==> src/rtl/rto_pkg.sv <==
package rto_pkg;

   // Length of one serial character in bit ticks:
   // start bit + data bits + optional parity + stop bits.
   function automatic int unsigned char_ticks(input int unsigned min_data,
                                              input int unsigned len_code,
                                              input int unsigned parity,
                                              input int unsigned extra_stop);
      return 1 + min_data + len_code + parity + 1 + extra_stop;
   endfunction

   // Longest character the format fields can select.
   function automatic int unsigned max_char_ticks(input int unsigned min_data,
                                                  input int unsigned code_w);
      return char_ticks(min_data, (1 << code_w) - 1, 1, 1);
   endfunction

   // Shortest character the format fields can select.
   function automatic int unsigned min_char_ticks(input int unsigned min_data);
      return char_ticks(min_data, 0, 0, 0);
   endfunction

endpackage

==> src/rtl/rto_frame_len.sv <==
module rto_frame_len
   import rto_pkg::*;
#(
   parameter int unsigned MIN_DATA = 5,
   parameter int unsigned DLEN_W   = 2,
   parameter int unsigned LEN_W    = 4
) (
   input  logic              clk,
   input  logic              rst_n,
   input  logic [DLEN_W-1:0] data_len,
   input  logic              parity_en,
   input  logic              stop_two,
   output logic [LEN_W-1:0]  frame_len
);

   localparam int unsigned MAX_LEN = max_char_ticks(MIN_DATA, DLEN_W);
   localparam int unsigned MIN_LEN = min_char_ticks(MIN_DATA);
   localparam int unsigned FIXED   = 2 + MIN_DATA;

   generate
      if ((1 << LEN_W) <= MAX_LEN) begin : g_bad_width
         $error("rto_frame_len: LEN_W too small for the longest character");
      end
   endgenerate

   always_comb begin
      frame_len = LEN_W'(FIXED) + LEN_W'(data_len) + LEN_W'(parity_en) + LEN_W'(stop_two);
   end

   AST_FRAME_RANGE: assert property (@(posedge clk) disable iff (!rst_n)
      (int'(frame_len) >= MIN_LEN) && (int'(frame_len) <= MAX_LEN));

endmodule

==> src/rtl/rto_bit_timer.sv <==
module rto_bit_timer #(
   parameter int unsigned LEN_W = 4
) (
   input  logic             clk,
   input  logic             rst_n,
   input  logic             bit_tick,
   input  logic             restart,
   input  logic             run,
   input  logic [LEN_W-1:0] frame_len,
   output logic             char_wrap
);

   logic [LEN_W-1:0] bit_cnt;
   logic             at_end;

   // A greater-or-equal test lets a shortened format take effect mid-character.
   always_comb begin
      at_end    = ({1'b0, bit_cnt} + {{LEN_W{1'b0}}, 1'b1}) >= {1'b0, frame_len};
      char_wrap = run & ~restart & bit_tick & at_end;
   end

   always_ff @(posedge clk or negedge rst_n) begin
      if (!rst_n) begin
         bit_cnt <= '0;
      end else if (restart || !run) begin
         bit_cnt <= '0;
      end else if (bit_tick) begin
         if (at_end) bit_cnt <= '0;
         else        bit_cnt <= bit_cnt + 1'b1;
      end
   end

   AST_RESTART_CLEARS: assert property (@(posedge clk) disable iff (!rst_n)
      restart |=> (bit_cnt == '0));

   AST_NO_TICK_NO_WRAP: assert property (@(posedge clk) disable iff (!rst_n)
      !bit_tick |-> !char_wrap);

endmodule

==> src/rtl/rto_char_count.sv <==
module rto_char_count #(
   parameter int unsigned TO_W       = 8,
   parameter bit          COUNT_DOWN = 1'b0
) (
   input  logic            clk,
   input  logic            rst_n,
   input  logic            restart,
   input  logic            run,
   input  logic            char_wrap,
   input  logic [TO_W-1:0] limit,
   output logic            expire
);

   generate
      if (TO_W < 1 || TO_W > 16) begin : g_bad_to_w
         $error("rto_char_count: TO_W must lie in 1..16");
      end

      if (COUNT_DOWN) begin : g_down
         // Remaining characters, loaded while idle or on restart.
         logic [TO_W-1:0] remain;

         always_comb begin
            expire = char_wrap & (remain <= TO_W'(1));
         end

         always_ff @(posedge clk or negedge rst_n) begin
            if (!rst_n) begin
               remain <= '0;
            end else if (restart || !run) begin
               remain <= limit;
            end else if (char_wrap) begin
               remain <= remain - 1'b1;
            end
         end
      end else begin : g_up
         // Elapsed characters, compared against the live limit.
         logic [TO_W-1:0] elapsed;

         always_comb begin
            expire = char_wrap &
                     (({1'b0, elapsed} + {{TO_W{1'b0}}, 1'b1}) >= {1'b0, limit});
         end

         always_ff @(posedge clk or negedge rst_n) begin
            if (!rst_n) begin
               elapsed <= '0;
            end else if (restart || !run) begin
               elapsed <= '0;
            end else if (char_wrap) begin
               if (expire) elapsed <= '0;
               else        elapsed <= elapsed + 1'b1;
            end
         end
      end
   endgenerate

   AST_EXPIRE_ON_WRAP: assert property (@(posedge clk) disable iff (!rst_n)
      expire |-> char_wrap);

endmodule

==> src/rtl/rto_status.sv <==
module rto_status (
   input  logic clk,
   input  logic rst_n,
   input  logic rx_char,
   input  logic expire,
   input  logic status_clr,
   output logic armed,
   output logic status
);

   // Armed from a received character until the following expiry.
   always_ff @(posedge clk or negedge rst_n) begin
      if (!rst_n)       armed <= 1'b0;
      else if (rx_char) armed <= 1'b1;
      else if (expire)  armed <= 1'b0;
   end

   // Sticky status bit; a new expiry outranks the clear strobe.
   always_ff @(posedge clk or negedge rst_n) begin
      if (!rst_n)          status <= 1'b0;
      else if (expire)     status <= 1'b1;
      else if (status_clr) status <= 1'b0;
   end

   AST_SET_WINS: assert property (@(posedge clk) disable iff (!rst_n)
      expire |=> status);

   AST_CLEAR_WORKS: assert property (@(posedge clk) disable iff (!rst_n)
      (status_clr && !expire) |=> !status);

   AST_STICKY: assert property (@(posedge clk) disable iff (!rst_n)
      (status && !status_clr) |=> status);

   AST_NO_REFIRE: assert property (@(posedge clk) disable iff (!rst_n)
      (expire && !rx_char) |=> !expire);

endmodule

==> src/rtl/rx_idle_timeout.sv <==
module rx_idle_timeout
   import rto_pkg::*;
#(
   parameter int unsigned TO_W       = 8,
   parameter int unsigned DLEN_W     = 2,
   parameter int unsigned MIN_DATA   = 5,
   parameter bit          COUNT_DOWN = 1'b0
) (
   input  logic              clk,
   input  logic              rst_n,
   input  logic              bit_tick,
   input  logic              rx_char,
   input  logic              fifo_empty,
   input  logic [DLEN_W-1:0] data_len,
   input  logic              parity_en,
   input  logic              stop_two,
   input  logic [TO_W-1:0]   timeout_val,
   input  logic              status_clr,
   output logic              timeout_status,
   output logic              irq
);

   localparam int unsigned MAX_LEN = max_char_ticks(MIN_DATA, DLEN_W);
   localparam int unsigned LEN_W   = $clog2(MAX_LEN + 1);

   generate
      if (MIN_DATA < 1 || MIN_DATA > 16) begin : g_bad_min
         $error("rx_idle_timeout: MIN_DATA must lie in 1..16");
      end
      if (DLEN_W < 1 || DLEN_W > 4) begin : g_bad_dlen
         $error("rx_idle_timeout: DLEN_W must lie in 1..4");
      end
   endgenerate

   logic [LEN_W-1:0] frame_len;
   logic             armed;
   logic             run;
   logic             char_wrap;
   logic             expire;

   always_comb begin
      run = armed & ~fifo_empty & (timeout_val != '0);
   end

   rto_frame_len #(
      .MIN_DATA (MIN_DATA),
      .DLEN_W   (DLEN_W),
      .LEN_W    (LEN_W)
   ) u_len (
      .clk       (clk),
      .rst_n     (rst_n),
      .data_len  (data_len),
      .parity_en (parity_en),
      .stop_two  (stop_two),
      .frame_len (frame_len)
   );

   rto_bit_timer #(
      .LEN_W (LEN_W)
   ) u_bits (
      .clk       (clk),
      .rst_n     (rst_n),
      .bit_tick  (bit_tick),
      .restart   (rx_char),
      .run       (run),
      .frame_len (frame_len),
      .char_wrap (char_wrap)
   );

   rto_char_count #(
      .TO_W       (TO_W),
      .COUNT_DOWN (COUNT_DOWN)
   ) u_chars (
      .clk       (clk),
      .rst_n     (rst_n),
      .restart   (rx_char),
      .run       (run),
      .char_wrap (char_wrap),
      .limit     (timeout_val),
      .expire    (expire)
   );

   rto_status u_stat (
      .clk        (clk),
      .rst_n      (rst_n),
      .rx_char    (rx_char),
      .expire     (expire),
      .status_clr (status_clr),
      .armed      (armed),
      .status     (timeout_status)
   );

   always_comb begin
      irq = timeout_status;
   end

   AST_EMPTY_NO_FIRE: assert property (@(posedge clk) disable iff (!rst_n)
      fifo_empty |-> !expire);

   AST_DISABLED_QUIET: assert property (@(posedge clk) disable iff (!rst_n)
      ((timeout_val == '0) && !timeout_status) |=> !timeout_status);

   AST_IRQ_FOLLOWS: assert property (@(posedge clk) disable iff (!rst_n)
      irq == timeout_status);

endmodule

==> config.mk <==
export PLATFORM = sky130hd
export DESIGN_NAME = rx_idle_timeout
export DESIGN_NICKNAME = d
export VERILOG_FILES = /design/src/rtl/rto_pkg.sv /design/src/rtl/rto_frame_len.sv /design/src/rtl/rto_bit_timer.sv /design/src/rtl/rto_char_count.sv /design/src/rtl/rto_status.sv /design/src/rtl/rx_idle_timeout.sv
export SDC_FILE = /design/constraint.sdc
export NUM_CORES = 1
export LEC_CHECK = 0
export BUFFER_PORTS_ARGS = -buffer_cell sky130_fd_sc_hd__buf_2
export CAP_MARGIN = 0
export CORE_MARGIN = 5
export CORE_UTILIZATION = 60
export CTS_CLUSTER_DIAMETER = 60
export DETAILED_ROUTE_END_ITERATION = 10
export GPL_ROUTABILITY_DRIVEN = 0
export PLACE_DENSITY = 0.84
export SLEW_MARGIN = 10
export SYNTH_ARGS = -nofsm -noshare
export SYNTH_HDL_FRONTEND = slang
export SYNTH_SLANG_ARGS = --single-unit
export TNS_END_PERCENT = 50
==> constraint.sdc <==
create_clock -name clk -period 4.35 [get_ports clk]
set_clock_uncertainty 0.15 [all_clocks]
set_input_delay 0.87 -clock clk [delete_from_list [all_inputs] [get_ports clk]]
set_output_delay 0.87 -clock clk [all_outputs]
set_load 0.05 [all_outputs]
==> run metrics <==
Resized Gates After CTS 0; commonest non-fill, non-tap cells in the layout buf_2, ha_1, inv_1; Yosys top cell by area dfrtp_1; Logic pwr share 16.5%; asr flop ratio synth 100%; Avg Vias per Cell 5.80; synthesis-stage register bit count 14; clock root cell clkbuf_4; Static Leak 0.756 nW; # diodes 0; crit-path max cell delay 0.60 ns; htree depth 1; Peak Freq 291 MHz; Cell Count, Final, Fillers Out 176; clk_lat worst skew 0.29 ns; CP max stage cell a311oi_2; area delta synth->final 13.1%; EDFF count, synth 0; dpl cells 172; critical path capture point type flop; CTS Buf Count 3; Total GRT Usage 19.6%; Hold Crit Class input pin to async pin; Sw Share 26.5%; Syn Nets 164; CORE AREA 1940 µm²; wire per inst 14.2 µm; Starting Density 61.8%; Syn Area/Cell 9.45 µm²; final hold vios 0; routed wl met3 176 µm; number of fill cells 153; post-synth top area share 29.2%; Relative slew margins 61.1%; Post CTS Setup Buffer Count 0; CTS tree yes; Synth area leaders dfrtp_1, ha_1, inv_1; critical path class input pin to flop; Req. time, crit path 4.42 ns; vias in the first global route 963; maximum vdd drop 0.000195 V; Max clock buf depth 2; DR DRC count 0; RSZ-0062 raised after global routing false; port bufs 19; initial antenna violation count 0; final worst path period share 79.1%; Pint 0.202 mW; Die Span Y 54.7 µm; crit path max fanout 8; Sink Count 14; drt initial violations 40; first-pass GRT wire length 4100 µm; Layout Nets 187; top sig layer met4; via count 1020; post-route ant nets 0; post-synthesis sequential area ratio 29.2%; clock power share 35.5%; register share of total power 48.0%; startpoint types input pin; sum of negative setup slack 0 ns; library cells used by synthesis 39; actual transition at the worst max-transition pin 0.584 ns; # IOs 20; fin crit period 3.44 ns; Slew Viols, Final 0; arrival time worst endpoint 3.51 ns; number of max-cap violations 0; crit path cell chain buf_2 > inv_1 > ha_1 > inv_1 > ha_1 > inv_1 > fa_1 > xnor2_1 > ha_1 > a21oi_1 > o21ai_0 > a311oi_2 > a41oi_1 > mux2i_1; Tot Pwr 0.274 mW; clk slew on worst S/H paths 0.09 ns; Final HPWL DP 2050 µm; NetSw 0.0727 mW; Metal-1 WL 1030 µm; gr ovfl total 0; largest net degree at the start of global routing 15; most common cell after layout, fill and taps aside buf_2; Die X 54.7 µm; drt pass-1 iters 4; fraction of layout cells with a size suffix above 1 25.5%; dominant synthesized flop cell dfrtp_1; final wirelength 2500 µm; final setup fails 0; WL met2 1260 µm; WHS 0.311 ns; Yosys warnings 0; mapped cell area 1200 µm²; die area 2990 µm²; Post-Synthesis Cells 127; row cnt 16; P per Cell Area 202 nW/µm²; # hold bufs at CTS 0; run status finished, final reports clean
-- final cells by class --
class | instances | area [µm²] | share of cell area (%)
timing repair buffer | 19 | 95.1 | 7.00
clock buffer | 4 | 36.3 | 2.67
multi-input combinational | 96 | 782 | 57.6
sequential | 14 | 350 | 25.8
inverter | 16 | 60.1 | 4.42
tap | 27 | 33.8 | 2.49
-- power groups by stage --
| stage | logic (mW) | clock network [mW] | registers, mW |
|---|---|---|---|
| after floorplan | 0.0272 | 0 | 0.134 |
| after global placement | 0.0425 | 0 | 0.134 |
| after detailed placement | 0.0454 | 0 | 0.134 |
| after CTS | 0.0461 | 0.0987 | 0.132 |
| after global routing | 0.0524 | 0.108 | 0.132 |
| final | 0.0453 | 0.0974 | 0.132 |
-- flip-flops by register name (all words and copies together) (netlist names) --
signal / cells
u_chars.g_up.elapsed: 8
u_stat.armed: 1
u_stat.status: 1
u_bits.bit_cnt: 4
-- routing by layer --
layer,track usage (%),vias to the layer above
li1,-,503
met5,0,-
met1,23.4,478
met4,4.15,0
met2,34.1,34
met3,5.99,5
-- path summary, 6_finish.rpt --
path / start / end / slack [ns] / depth (start not counted)
worst min-delay path: rst_n / u_chars.g_up.elapsed[6] / 0.31 / 1
max in group asynchronous: rst_n / u_chars.g_up.elapsed[2] / 3.49 / 1
worst min register to register: u_stat.status / u_stat.status / 0.36 / 1
worst max-delay path: data_len[0] / u_chars.g_up.elapsed[2] / 0.91 / 14
worst max register to register: u_chars.g_up.elapsed[0] / u_chars.g_up.elapsed[1] / 1.36 / 10
min in group clk: u_stat.status / u_stat.status / 0.36 / 1
-- cells in the mapped netlist (all sizes together), types with 3 or more instances --
cell type  instances
ha                18
inv               16
dfrtp             14
nand2             11
a22o               7
nor2               7
o21ai              6
xor2               5
a21oi              4
nand3              4
a211oi             3
nand4              3
xnor2              3
-- kinds of logic after synthesis --
kind of cell | Yosys count | synth area share, %
muxes | 2 | 1.77
adders and majority gates | 19 | 20.4
and+or+nand+nor | 36 | 16.6
buffers and inverters | 17 | 5.63
AOI/OAI and AO/OA | 31 | 20.5
xor gates and xnor gates | 8 | 5.84
DFF | 14 | 29.2
-- metrics by stage --
step	setup slack [ns]	utilization [%]	area, µm²
after floorplan	0.964	-	1200
after global placement	0.750	68.0	1320
after detailed placement	0.604	68.0	1320
after CTS	0.908	69.9	1360
after global routing	0.734	69.9	1360
final	0.910	69.9	1360
-- worst max-delay path: cells and delay by family --
family                     cells  cell delay [ns]
muxes                          1             0.18
xor gates and xnor gates       1             0.14
buffers and inverters          4             0.23
adders and majority gates      4             1.09
AOI/OAI and AO/OA              4             0.99
No activity file was read; power rests on OpenSTA's default activity.
